### config.mk
export PLATFORM = sky130hd
export DESIGN_NAME = pred_cmp_unit
export DESIGN_NICKNAME = d
export VERILOG_FILES = /design/src/rtl/pcu_pkg.sv /design/src/rtl/pcu_cond_eval.sv /design/src/rtl/pcu_alu.sv /design/src/rtl/pcu_pred_file.sv /design/src/rtl/pred_cmp_unit.sv
export SDC_FILE = /design/constraint.sdc
export NUM_CORES = 1
export LEC_CHECK = 0
export BUFFER_PORTS_ARGS = -buffer_cell sky130_fd_sc_hd__buf_2
export CORE_AREA = 2 2 193 195
export CTS_BUF_LIST = sky130_fd_sc_hd__clkbuf_4 sky130_fd_sc_hd__clkbuf_8 sky130_fd_sc_hd__clkbuf_16
export DETAILED_ROUTE_END_ITERATION = 7
export DIE_AREA = 0 0 195 197
export PLACE_DENSITY = 0.53
export SLEW_MARGIN = 30
export SYNTH_ARGS = -nofsm -noshare
export SYNTH_HDL_FRONTEND = slang
export SYNTH_SLANG_ARGS = --single-unit
### constraint.sdc
create_clock -name clk -period 6 [get_ports clk]
set_input_delay 0.6 -clock clk [delete_from_list [all_inputs] [get_ports clk]]
set_output_delay 0.6 -clock clk [all_outputs]
set_load 0.01 [all_outputs]
### src/rtl/pcu_pkg.sv
package pcu_pkg;
    typedef enum logic [2:0] {
        CND_EQ  = 3'd0,
        CND_NE  = 3'd1,
        CND_LT  = 3'd2,
        CND_GT  = 3'd3,
        CND_LTU = 3'd4
    } cond_e;

    typedef enum logic [2:0] {
        OP_ADD  = 3'd0,
        OP_SUB  = 3'd1,
        OP_AND  = 3'd2,
        OP_OR   = 3'd3,
        OP_XOR  = 3'd4,
        OP_MOVA = 3'd5,
        OP_MOVB = 3'd6,
        OP_SHL  = 3'd7
    } aluop_e;
endpackage

### src/rtl/pcu_cond_eval.sv
module pcu_cond_eval #(
    parameter int DATA_W = 32
) (
    input  logic [2:0]        cond,
    input  logic [DATA_W-1:0] src_a,
    input  logic [DATA_W-1:0] src_b,
    output logic              outcome
);
    import pcu_pkg::*;

    always_comb begin
        unique case (cond)
            CND_EQ:  outcome = (src_a == src_b);
            CND_NE:  outcome = (src_a != src_b);
            CND_LT:  outcome = ($signed(src_a) < $signed(src_b));
            CND_GT:  outcome = ($signed(src_a) > $signed(src_b));
            CND_LTU: outcome = (src_a < src_b);
            default: outcome = 1'b0;
        endcase
    end
endmodule

### src/rtl/pcu_alu.sv
module pcu_alu #(
    parameter int DATA_W = 32
) (
    input  logic [2:0]        op,
    input  logic [DATA_W-1:0] src_a,
    input  logic [DATA_W-1:0] src_b,
    output logic [DATA_W-1:0] result
);
    import pcu_pkg::*;
    localparam int SH_W = $clog2(DATA_W);

    always_comb begin
        unique case (op)
            OP_ADD:  result = src_a + src_b;
            OP_SUB:  result = src_a - src_b;
            OP_AND:  result = src_a & src_b;
            OP_OR:   result = src_a | src_b;
            OP_XOR:  result = src_a ^ src_b;
            OP_MOVA: result = src_a;
            OP_MOVB: result = src_b;
            default: result = src_a << src_b[SH_W-1:0];
        endcase
    end
endmodule

### src/rtl/pcu_pred_file.sv
module pcu_pred_file #(
    parameter int NUM_PRED = 8,
    localparam int PIDX_W = $clog2(NUM_PRED)
) (
    input  logic                clk,
    input  logic                rst_n,
    input  logic                wr_en,
    input  logic [PIDX_W-1:0]   dst_t,
    input  logic [PIDX_W-1:0]   dst_f,
    input  logic                outcome,
    input  logic [PIDX_W-1:0]   rd_idx,
    output logic                rd_val,
    output logic [NUM_PRED-1:0] pred_vec
);
    typedef struct packed {
        logic [NUM_PRED-1:0] bits;
    } pstate_t;

    pstate_t st_d, st_q;

    always_comb begin
        st_d = st_q;
        if (wr_en) begin
            st_d.bits[dst_t] = outcome;
            st_d.bits[dst_f] = ~outcome;   // applied last: inverse wins on a clash
        end
        st_d.bits[0] = 1'b1;
    end

    always_ff @(posedge clk) begin
        if (!rst_n) begin
            st_q      <= '0;
            st_q.bits <= {{(NUM_PRED-1){1'b0}}, 1'b1};
        end else begin
            st_q <= st_d;
        end
    end

    assign rd_val   = st_q.bits[rd_idx];
    assign pred_vec = st_q.bits;

    assert_p0_set_R2: assert property (@(posedge clk) disable iff (!rst_n)
        pred_vec[0] == 1'b1);

    assert_true_dst_R4: assert property (@(posedge clk) disable iff (!rst_n)
        wr_en && dst_t != '0 && dst_t != dst_f |=> pred_vec[$past(dst_t)] == $past(outcome));

    assert_false_dst_R5: assert property (@(posedge clk) disable iff (!rst_n)
        wr_en && dst_f != '0 |=> pred_vec[$past(dst_f)] == !$past(outcome));

    assert_idle_hold_R6: assert property (@(posedge clk) disable iff (!rst_n)
        !wr_en |=> $stable(pred_vec));
endmodule

### src/rtl/pred_cmp_unit.sv
module pred_cmp_unit #(
    parameter int DATA_W   = 32,
    parameter int NUM_PRED = 8,
    parameter int NUM_GPR  = 16,
    localparam int PIDX_W  = $clog2(NUM_PRED),
    localparam int RIDX_W  = $clog2(NUM_GPR)
) (
    input  logic                clk,
    input  logic                rst_n,
    input  logic                cmp_valid,
    input  logic [2:0]          cmp_cond,
    input  logic [DATA_W-1:0]   cmp_src_a,
    input  logic [DATA_W-1:0]   cmp_src_b,
    input  logic [PIDX_W-1:0]   cmp_dst_t,
    input  logic [PIDX_W-1:0]   cmp_dst_f,
    input  logic                ex_valid,
    input  logic [2:0]          ex_op,
    input  logic [DATA_W-1:0]   ex_src_a,
    input  logic [DATA_W-1:0]   ex_src_b,
    input  logic [RIDX_W-1:0]   ex_dst,
    input  logic [PIDX_W-1:0]   ex_guard,
    output logic                wb_valid,
    output logic [RIDX_W-1:0]   wb_dst,
    output logic [DATA_W-1:0]   wb_data,
    output logic [NUM_PRED-1:0] pred_vec
);
    typedef struct packed {
        logic              valid;
        logic [RIDX_W-1:0] dst;
        logic [DATA_W-1:0] data;
    } wb_t;

    logic              cmp_outcome;
    logic              guard_val;
    logic [DATA_W-1:0] alu_res;
    wb_t               wb_d, wb_q;

    pcu_cond_eval #(.DATA_W(DATA_W)) u_cond (
        .cond    (cmp_cond),
        .src_a   (cmp_src_a),
        .src_b   (cmp_src_b),
        .outcome (cmp_outcome)
    );

    pcu_pred_file #(.NUM_PRED(NUM_PRED)) u_pfile (
        .clk      (clk),
        .rst_n    (rst_n),
        .wr_en    (cmp_valid),
        .dst_t    (cmp_dst_t),
        .dst_f    (cmp_dst_f),
        .outcome  (cmp_outcome),
        .rd_idx   (ex_guard),
        .rd_val   (guard_val),
        .pred_vec (pred_vec)
    );

    pcu_alu #(.DATA_W(DATA_W)) u_alu (
        .op     (ex_op),
        .src_a  (ex_src_a),
        .src_b  (ex_src_b),
        .result (alu_res)
    );

    always_comb begin
        wb_d       = wb_q;
        wb_d.valid = ex_valid && guard_val;
        if (ex_valid && guard_val) begin
            wb_d.dst  = ex_dst;
            wb_d.data = alu_res;
        end
    end

    always_ff @(posedge clk) begin
        if (!rst_n) wb_q <= '0;
        else        wb_q <= wb_d;
    end

    assign wb_valid = wb_q.valid;
    assign wb_dst   = wb_q.dst;
    assign wb_data  = wb_q.data;

    assert_guard_blocks_R8: assert property (@(posedge clk) disable iff (!rst_n)
        !(ex_valid && pred_vec[ex_guard]) |=> !wb_valid);

    assert_guard_passes_R7: assert property (@(posedge clk) disable iff (!rst_n)
        ex_valid && pred_vec[ex_guard] |=> wb_valid && wb_dst == $past(ex_dst));

    assert_blocked_keeps_data_R8: assert property (@(posedge clk) disable iff (!rst_n)
        !(ex_valid && pred_vec[ex_guard]) |=> $stable(wb_data));
endmodule

# Word level (Yosys, flattened, before mapping)
# Cells that the tools add are included.
# totals
wordCells,47
latch_bits,0
input_bits,151
memories,0
output_inout_bits,45
ramBits,0
romBits,0
ff_bits,45
# op_classes
div_mod_pow,0
n_addsub,2
reduce_logical,5
n_shift,1
multipliers,0
bitwise_logic,4
muxes,10
eq_ne,12
n_lt_le_gt_ge,8
# op_table
cell,count
one-hot mux 32 bit (7 select lines),1
less-than comparator 32 bit,2
adder 32 bit,1
AND 32 bit,1
== test 32 bit,1
greater-than comparator 32 bit,1
inequality test 32 bit,1
bitwise OR 32 bit,1
left shift 32 x 5 -> 32 bit,1
subtractor 32 bit,1
bitwise XOR 32 bit,1
bitwise mux 8 bit,2
== test 3 x 2 -> 1 bit (second input constant),4
== test 3 bit (second input constant),4
less-than comparator 3 x 4 -> 1 bit (second input constant),3
demux 1 bit (select 3 bit),2
== test 3 x 1 -> 1 bit (second input constant),2
greater-or-equal comparator 3 x 1 -> 1 bit (second input constant),2
logical NOT 3 bit,2
one-hot mux 1 bit (5 select lines),1
binary-select mux 1 bit (select 3 bit),1
logical AND 1 bit,3
2-to-1 mux 1 bit,3
NOT 1 bit,1

# Logic depth before layout (Yosys ltp)
# Gate-level depths: netlist of run 1.
# depth
ltp_word,6
depth_mapped,22
ltp_nobuf,19

# Modules after synthesis
# From an unflattened synthesis of run 1, not the netlist that was laid out.
# unflattened
cells_unflattened,1294
hier_area_um2,9605.5
# by_module_without_submodules
mod,instances,area_per_inst_um2,cells_each,seq_area_each_um2
pcu_alu,1,6456.2,936,0.0
pred_cmp_unit,1,1567.8,167,740.7
pcu_cond_eval,1,914.6,123,0.0
pcu_pred_file,1,666.9,68,140.1

# Least setup slack after synthesis of run 1
# Ideal clock, no wire load.
# synth_timing
path_type,input -> register
from,input port ex_src_b[1]
to,register wb_q (netlist bit wb_data[31])
setup_time_ns,0.122
t_required_ns,5.878
stages,21
arrival_ns,4.422
setup_slack_ns,1.456
n_path_buf,3
cell_sequence,clkbuf_1 -> inv_1 -> buf_1 -> ha_1 -> nand2_1 -> nor3_1 -> nand2_1 -> nor2_1 -> a41oi_1 -> xnor2_1 -> ha_1 -> clkbuf_1 -> a21o_1 -> a311oi_1 -> o21ai_1 -> a31oi_1 -> nand2_1 -> a311oi_1 -> o311ai_1 -> xnor2_1 -> o21ai_1
# synth_between
elab_chain_cells,2
word_cells_on_any_way,4
classes_between,2 x add/sub; 1 x shift; 1 x mux
# synth_rtl
element,line_no,source
start: declaration,pred_cmp_unit.sv:19,"input logic [DATA_W-1:0] ex_src_b,"
subtractor 32 bit (tied with other cells),pcu_alu.sv:15,OP_SUB: result = src_a - src_b;
one-hot mux 32 bit (7 select lines) (*),pcu_alu.sv:13,unique case (op)
end signal: assignment,pred_cmp_unit.sv:75,else wb_q <= wb_d;
end: declaration,pred_cmp_unit.sv:36,"wb_t wb_d, wb_q;"
# Mark *: on every way between the ends. The rest lies on a longest branch, timed or not.
# A chain may end at the register's enable or synchronous reset.

# Worst setup path in the final report of run 1
# Same ends and word-level chain as after synthesis.

==> results of run 1 <==
==> power by group through the flow <==
| stage | clock network, uW | registers, uW | logic [uW] |
|---|---|---|---|
| 6_report | 331 | 318 | 851 |
| 5_1_grt | 362 | 321 | 941 |
| 4_1_cts | 350 | 319 | 849 |
| 3_5_place_dp | 0 | 325 | 844 |
| 3_3_place_gp | 0 | 325 | 840 |
| 2_1_floorplan | 0 | 331 | 551 |
==> metrics by stage <==
| stage | power (uW) | cells | hold WS (ns) | setup WS (ns) |
|---|---|---|---|---|
| after floorplan | 882.2 | 1232 | 0.4716 | 1.456 |
| after detailed placement | 1170 | 1830 | 0.4434 | 0.9951 |
| final | 1501 | 1838 | 0.4522 | 1.308 |
| after global routing | 1624 | 1838 | 0.4921 | 0.7965 |
| after global placement | 1165 | 1830 | 0.4491 | 1.063 |
| after CTS | 1517 | 1838 | 0.4591 | 1.314 |
==> area by class of cell <==
| class | instances | area, um2 |
|---|---|---|
| multi-input combinational | 1003 | 7402 |
| tap | 468 | 585.6 |
| timing repair buffer | 203 | 1039 |
| fill | 4013 | 25760 |
| clock buffer | 5 | 125.1 |
| inverter | 112 | 420.4 |
| sequential | 44 | 880.8 |
| clock inverter | 3 | 46.29 |
==> flip-flops by register name, indices dropped and copies added (netlist names) <==
signal            flops
wb_data              32
u_pfile.pred_vec      7
wb_dst                4
wb_valid              1
==> final timing paths <==
check	startpoint	end	cells after the start
max	ex_src_b[1]	wb_data[31]	19
min	wb_data[18]	wb_data[18]	2
max reg2reg	u_pfile.pred_vec[5]	wb_data[29]	8
min reg2reg	wb_data[18]	wb_data[18]	2
==> cells in the mapped netlist, drive strengths merged, types with 13 or more instances <==
master / count
mux4: 22
a31oi: 21
clkbuf: 53
buf: 20
o211ai: 19
nor2: 93
nand2: 126
mux2: 13
nand3: 29
o22ai: 19
inv: 111
o21ai: 100
ha: 129
nand2b: 17
a21o: 16
a21oi: 97
xnor2: 47
dfxtp: 44
mux2i: 40
==> logic make-up (layout without fill, tap and decap cells) <==
family                   Yosys count  in the layout
XOR/XNOR                          57             57
buffers and inverters            185            323
AND/OR/NAND/NOR                  351            351
multiplexers                      75             75
other                              1              1
AO/OA/AOI/OAI                    389            389
flip-flops                        44             44
adder cells (fa/ha/maj)          130            130
==> metal layers <==
layer | vias up | track usage [%]
li1 | 4799 | -
met1 | 4672 | 24.29
met2 | 321 | 29.26
met3 | 55 | 2.738
met4 | 0 | 5.796
met5 | - | 0
==> tightest hold or removal path: cells and delay by family, from the launching register on <==
family          cells  cell delay (ns)
compound gates      1             0.05
flops               1             0.33
simple gates        1             0.05
==> results.cfg, run 1 <==
[clock_tree]
cts_root_buffer = clkbuf_16
tritoncts.num_buffers = 5
cts_resized = 0
number_of_buffers_between_clock_root_and_the_deepest_sink = 2
post-cts-setup-buffers = 0
cts_num_sinks = 44
htree_levels = 2
hold_buffers = 0
worst_setup_hold_path_clk_slew_ns = 0.08
tritoncts = built
worst_skew_pair_later_pin_latency_ns = 0.29

[yosys]
largest_family_of_logic_cells_by_synthesized_area = compound AO/OA/AOI/OAI gates
yosysUniqueCellTypes = 81
yosys.area_share.adder_pct = 18.22
synth_seq_area_share_pct = 9.823
synthTopCellsByArea = ha_1 (18%), dfxtp_1 (9.8%), mux4_2 (5.5%), a21oi_1 (5.4%), nand2_1 (5.3%)
yosys_register_bits = 44
yosysWarningCount = 0
synth.largest_area_cell = ha_1
yosys.area_share.xor_xnor_pct = 5.567
synth_top_cell_area_share_pct = 18.00
syn_area_um2 = 8967
async_reset_ff_share_pct = 0
synth_enable_flop_cells = 0
synth_compound_gate_area_share_pct = 28.35
synthCells = 1232
synth_mux_area_share_pct = 11.62
synthesis.area_per_instance_um2 = 7.279
yosys.area_share.simple_pct = 18.50
yosys_most_used_dff = dfxtp_1
synthesized_net_count = 1513

[critical_path]
worst_path_required_ns = 6.19
setup.worst_path.class = in2reg
worstPathMaxFanout = 30
crit_buf_inv = 2
worstSetupStartpointType = input pin
setup.worst_path.end_class = flip-flop
crit_path_max_incr_delay_ns = 0.48
r2r_slack_ns = 3.43
crit_arrival_ns = 4.88
ordered_list_of_cells_on_the_worst_path = buf_2, inv_1, ha_1, nand2_1, nor3_1, nand2_1, nor2_1, a41oi_1, xnor2_1, ha_1, a21o_1, a311oi_1, o21ai_1, a31oi_1, nand2_1, a311oi_1, o311ai_1, xnor2_1, o21ai_1
largest_delay_contributor_family_on_the_critical_path = compound AO/OA/AOI/OAI gates
cp_common_cell = nand2_1
slowest_stage = a311oi_1

[drt]
first_iter_violations = 717
dr_wl_met2_mm = 16.20
drt-met1-wl_mm = 16.16
detailroute.via_count = 9847
route.final.wire_length_mm = 35.64
detailroute.wirelength.met3_mm = 2.040
viasPerCell = 5.357
highest_layer = met4
detailedRoute.firstPassIterationCount = 5
postRouteAntennaNets = 0
wl_per_instance_um = 19.39
post-route-drc-count = 0

[layout]
mostFrequentLayoutCell = buf_2
finish.instance_area_um2 = 10500
final_core_utilization_pct = 28.95
final_cell_mix = buf_2 (194), ha_1 (129), nand2_1 (126)
proportion_of_layout_cells_with_a_drive_suffix_above_1_pct = 19.56
antenna_cells_inserted = 0
nets = 1650
areaGrowthSynthToFinish_pct = 17.08

[global_route]
number_of_global_route_vias_before_repair = 9461
global_route.overflow_total = 0
global_route.usage.total_pct = 17.96
pin_count_of_the_biggest_net_entering_global_routing = 67
grt_first_pass_wirelength_mm = 54.53
grt_antenna_before_repair = 0

[sta]
setup_violations = 0
worstMarginPinSlew_ns = 0.9375
layout_worst_path_cycle_share_pct = 78.20
report.final.hold_viol_count = 0
period_minus_slack_ns = 4.692
worst_slew_margin_rel_pct = 37.21
maxSlewViolCount = 0
fin_skew_ns = 0.005906
final.setup.tns_ns = 0
fmaxAchievable_ghz = 0.2131
grt_setup_unrepaired = no

[power]
worst_ir_drop_vdd_mv = 0.07416
clock_power_share_pct = 22.1
power.share.switching_pct = 43.89
power.density_nw_per_um2 = 143.0
power.combinational.fraction_pct = 56.7
p_leak_uw = 0.004810
p_int_uw = 842.1
power_switching_uw = 658.7
share_seq_of_total_power_pct = 21.2

[floorplanning]
floorplan.die.width_um = 195
die_footprint_um2 = 38420
design.portCount = 196
dieHeight_um = 197
start_util_pct = 24.73
count_of_standard_cell_rows = 70
core_um2 = 36260

[hold_path]
holdCritPathClass = reg2reg

[job]
cap_violations = 0

[outcome]
outcome = complete, no violations

[placement]
routability_congestion = 0.9582
post_dp_cell_area_um2 = 10320
io_buffer_count = 194
detailedPlacementHpwl_mm = 28.58
Power figures use the tool's default switching activity.
==> run 2: changes to the inputs <==
PLACE_DENSITY = 0.54   (was 0.53)
clock period = 4.2 ns   (was 6 ns; I/O delays follow)
==> run 2 against run 1 <==
Combinational power rose by 50%. Setup slack worse by 1.0 ns. Largest cell class unchanged. Highest routed layer unchanged. First-iteration DRC count shrank 4.6%.
==> results.cfg, run 2 (same netlist as run 1, synthesis figures left out) <==
[drt]
postRouteAntennaNets = 0
post-route-drc-count = 0
route.final.wire_length_mm = 35.99
first_iter_violations = 684
detailroute.via_count = 10010
detailedRoute.firstPassIterationCount = 5
viasPerCell = 5.301
wl_per_instance_um = 19.05

[floorplanning]
die_footprint_um2 = 38420
count_of_standard_cell_rows = 70
dieHeight_um = 197
start_util_pct = 24.73
design.portCount = 196
floorplan.die.width_um = 195
core_um2 = 36260

[clock_tree]
worst_skew_pair_later_pin_latency_ns = 0.29
post-cts-setup-buffers = 0
hold_buffers = 0
tritoncts = built
cts_root_buffer = clkbuf_16
worst_setup_hold_path_clk_slew_ns = 0.07
tritoncts.num_buffers = 5
htree_levels = 2
cts_num_sinks = 44
cts_resized = 0
number_of_buffers_between_clock_root_and_the_deepest_sink = 2

[sta]
grt_setup_unrepaired = no
fin_skew_ns = 0.008485
final.setup.tns_ns = 0
worstMarginPinSlew_ns = 0.9610
period_minus_slack_ns = 3.919
maxSlewViolCount = 0
report.final.hold_viol_count = 0
layout_worst_path_cycle_share_pct = 93.32
fmaxAchievable_ghz = 0.2551
worst_slew_margin_rel_pct = 35.80
setup_violations = 0

[hold_path]
holdCritPathClass = in2reg
hold_depth = 3

[critical_path]
worstSetupStartpointType = input pin
setup.worst_path.end_class = flip-flop
worst_path_required_ns = 4.38
crit_buf_inv = 2
worstRegToRegCells = 7
largest_delay_contributor_family_on_the_critical_path = compound AO/OA/AOI/OAI gates
ordered_list_of_cells_on_the_worst_path = buf_2, buf_4, nor2_1, nand2_1, nor3_2, nand2_1, nor2_2, and3_1, a31oi_1, xnor2_1, ha_1, a2111oi_1, o21ai_1, a31oi_1, nand2_1, a311oi_2, o311ai_1, xnor2_1, o21ai_1
slowest_stage = a311oi_2
crit_path_max_incr_delay_ns = 0.41
crit_cells = 19
worstPathMaxFanout = 5
setup.worst_path.class = in2reg
crit_arrival_ns = 4.10
cp_common_cell = nand2_1

[global_route]
number_of_global_route_vias_before_repair = 9538
grt_antenna_before_repair = 0
pin_count_of_the_biggest_net_entering_global_routing = 67
global_route.usage.total_pct = 18.19
global_route.overflow_total = 0
grt_first_pass_wirelength_mm = 54.96

[layout]
nets = 1701
proportion_of_layout_cells_with_a_drive_suffix_above_1_pct = 22.80
final_cell_mix = buf_2 (194), ha_1 (129), nand2_1 (126)
finish.instance_area_um2 = 10920
mostFrequentLayoutCell = buf_2
antenna_cells_inserted = 0
largest_register_ffs = 32
fill_cells = 4026
areaGrowthSynthToFinish_pct = 21.82

[placement]
post_dp_cell_area_um2 = 10720
routability_congestion = 0.9474
io_buffer_count = 194
detailedPlacementHpwl_mm = 29.28

[outcome]
outcome = complete, no violations

[power]
power.density_nw_per_um2 = 201.6
worst_ir_drop_vdd_mv = 0.1361
p_leak_uw = 0.005068

[job]
cap_violations = 0
run 2: cell types whose count changed in the layout (fill, tap and decap cells not counted), sizes merged:
cell / delta
buf: +51
run 2: final timing paths:
kind,start,end,slack [ns]
setup / recovery,ex_src_b[3],wb_data[31],0.28
hold reg to reg,wb_data[22],wb_data[22],0.47
hold / removal,ex_dst[0],wb_dst[0],0.37
setup reg to reg,u_pfile.pred_vec[1],wb_data[29],1.62
run 2: layout make-up:
class / instances / area [um2] / area share (%)
clock inverters: 3 / 46.29 / 0.4238
well taps: 468 / 585.6 / 5.360
repair buffers: 254 / 1421 / 13.01
inverters: 112 / 420.4 / 3.848
clock buffers: 5 / 125.1 / 1.145
multi-input cells: 1003 / 7445 / 68.15
flip-flops and latches: 44 / 880.8 / 8.063
run 2: where the power goes:
part / switching, uW / internal (uW)
clock: 184 / 283
combinational: 746 / 533
sequential: 15.1 / 441
run 2: metal layers:
layer | vias to the layer above | GRT usage [%] | wire (um)
met1 | 4777 | 24.55 | 16360
met5 | - | 0 | 0
met3 | 43 | 2.207 | 1712
met4 | 0 | 4.213 | 915
met2 | 291 | 30.91 | 17010
li1 | 4903 | - | -
run 2: tightest hold or removal path, stage by stage:
cell,delay (ns)
buf_2,0.07
mux2i_1,0.05
nor2_1,0.07
run 2: through the flow:
| stage | worst slack (ns) | utilization [%] | cells | total power [uW] | hold WS (ns) |
|---|---|---|---|---|---|
| finish | 0.2806 | 30.13 | 1889 | 2202 | 0.3699 |
| global route | 0.006611 | 30.13 | 1889 | 2379 | 0.3892 |
| CTS | 0.08272 | 30.03 | 1889 | 2214 | 0.3564 |
| detailed placement | -0.2270 | 29.55 | 1881 | 1730 | 0.4601 |
| global placement | -0.1923 | 29.55 | 1881 | 1723 | 0.4623 |
| floorplan | 0.07569 | - | 1232 | 1262 | 0.4716 |
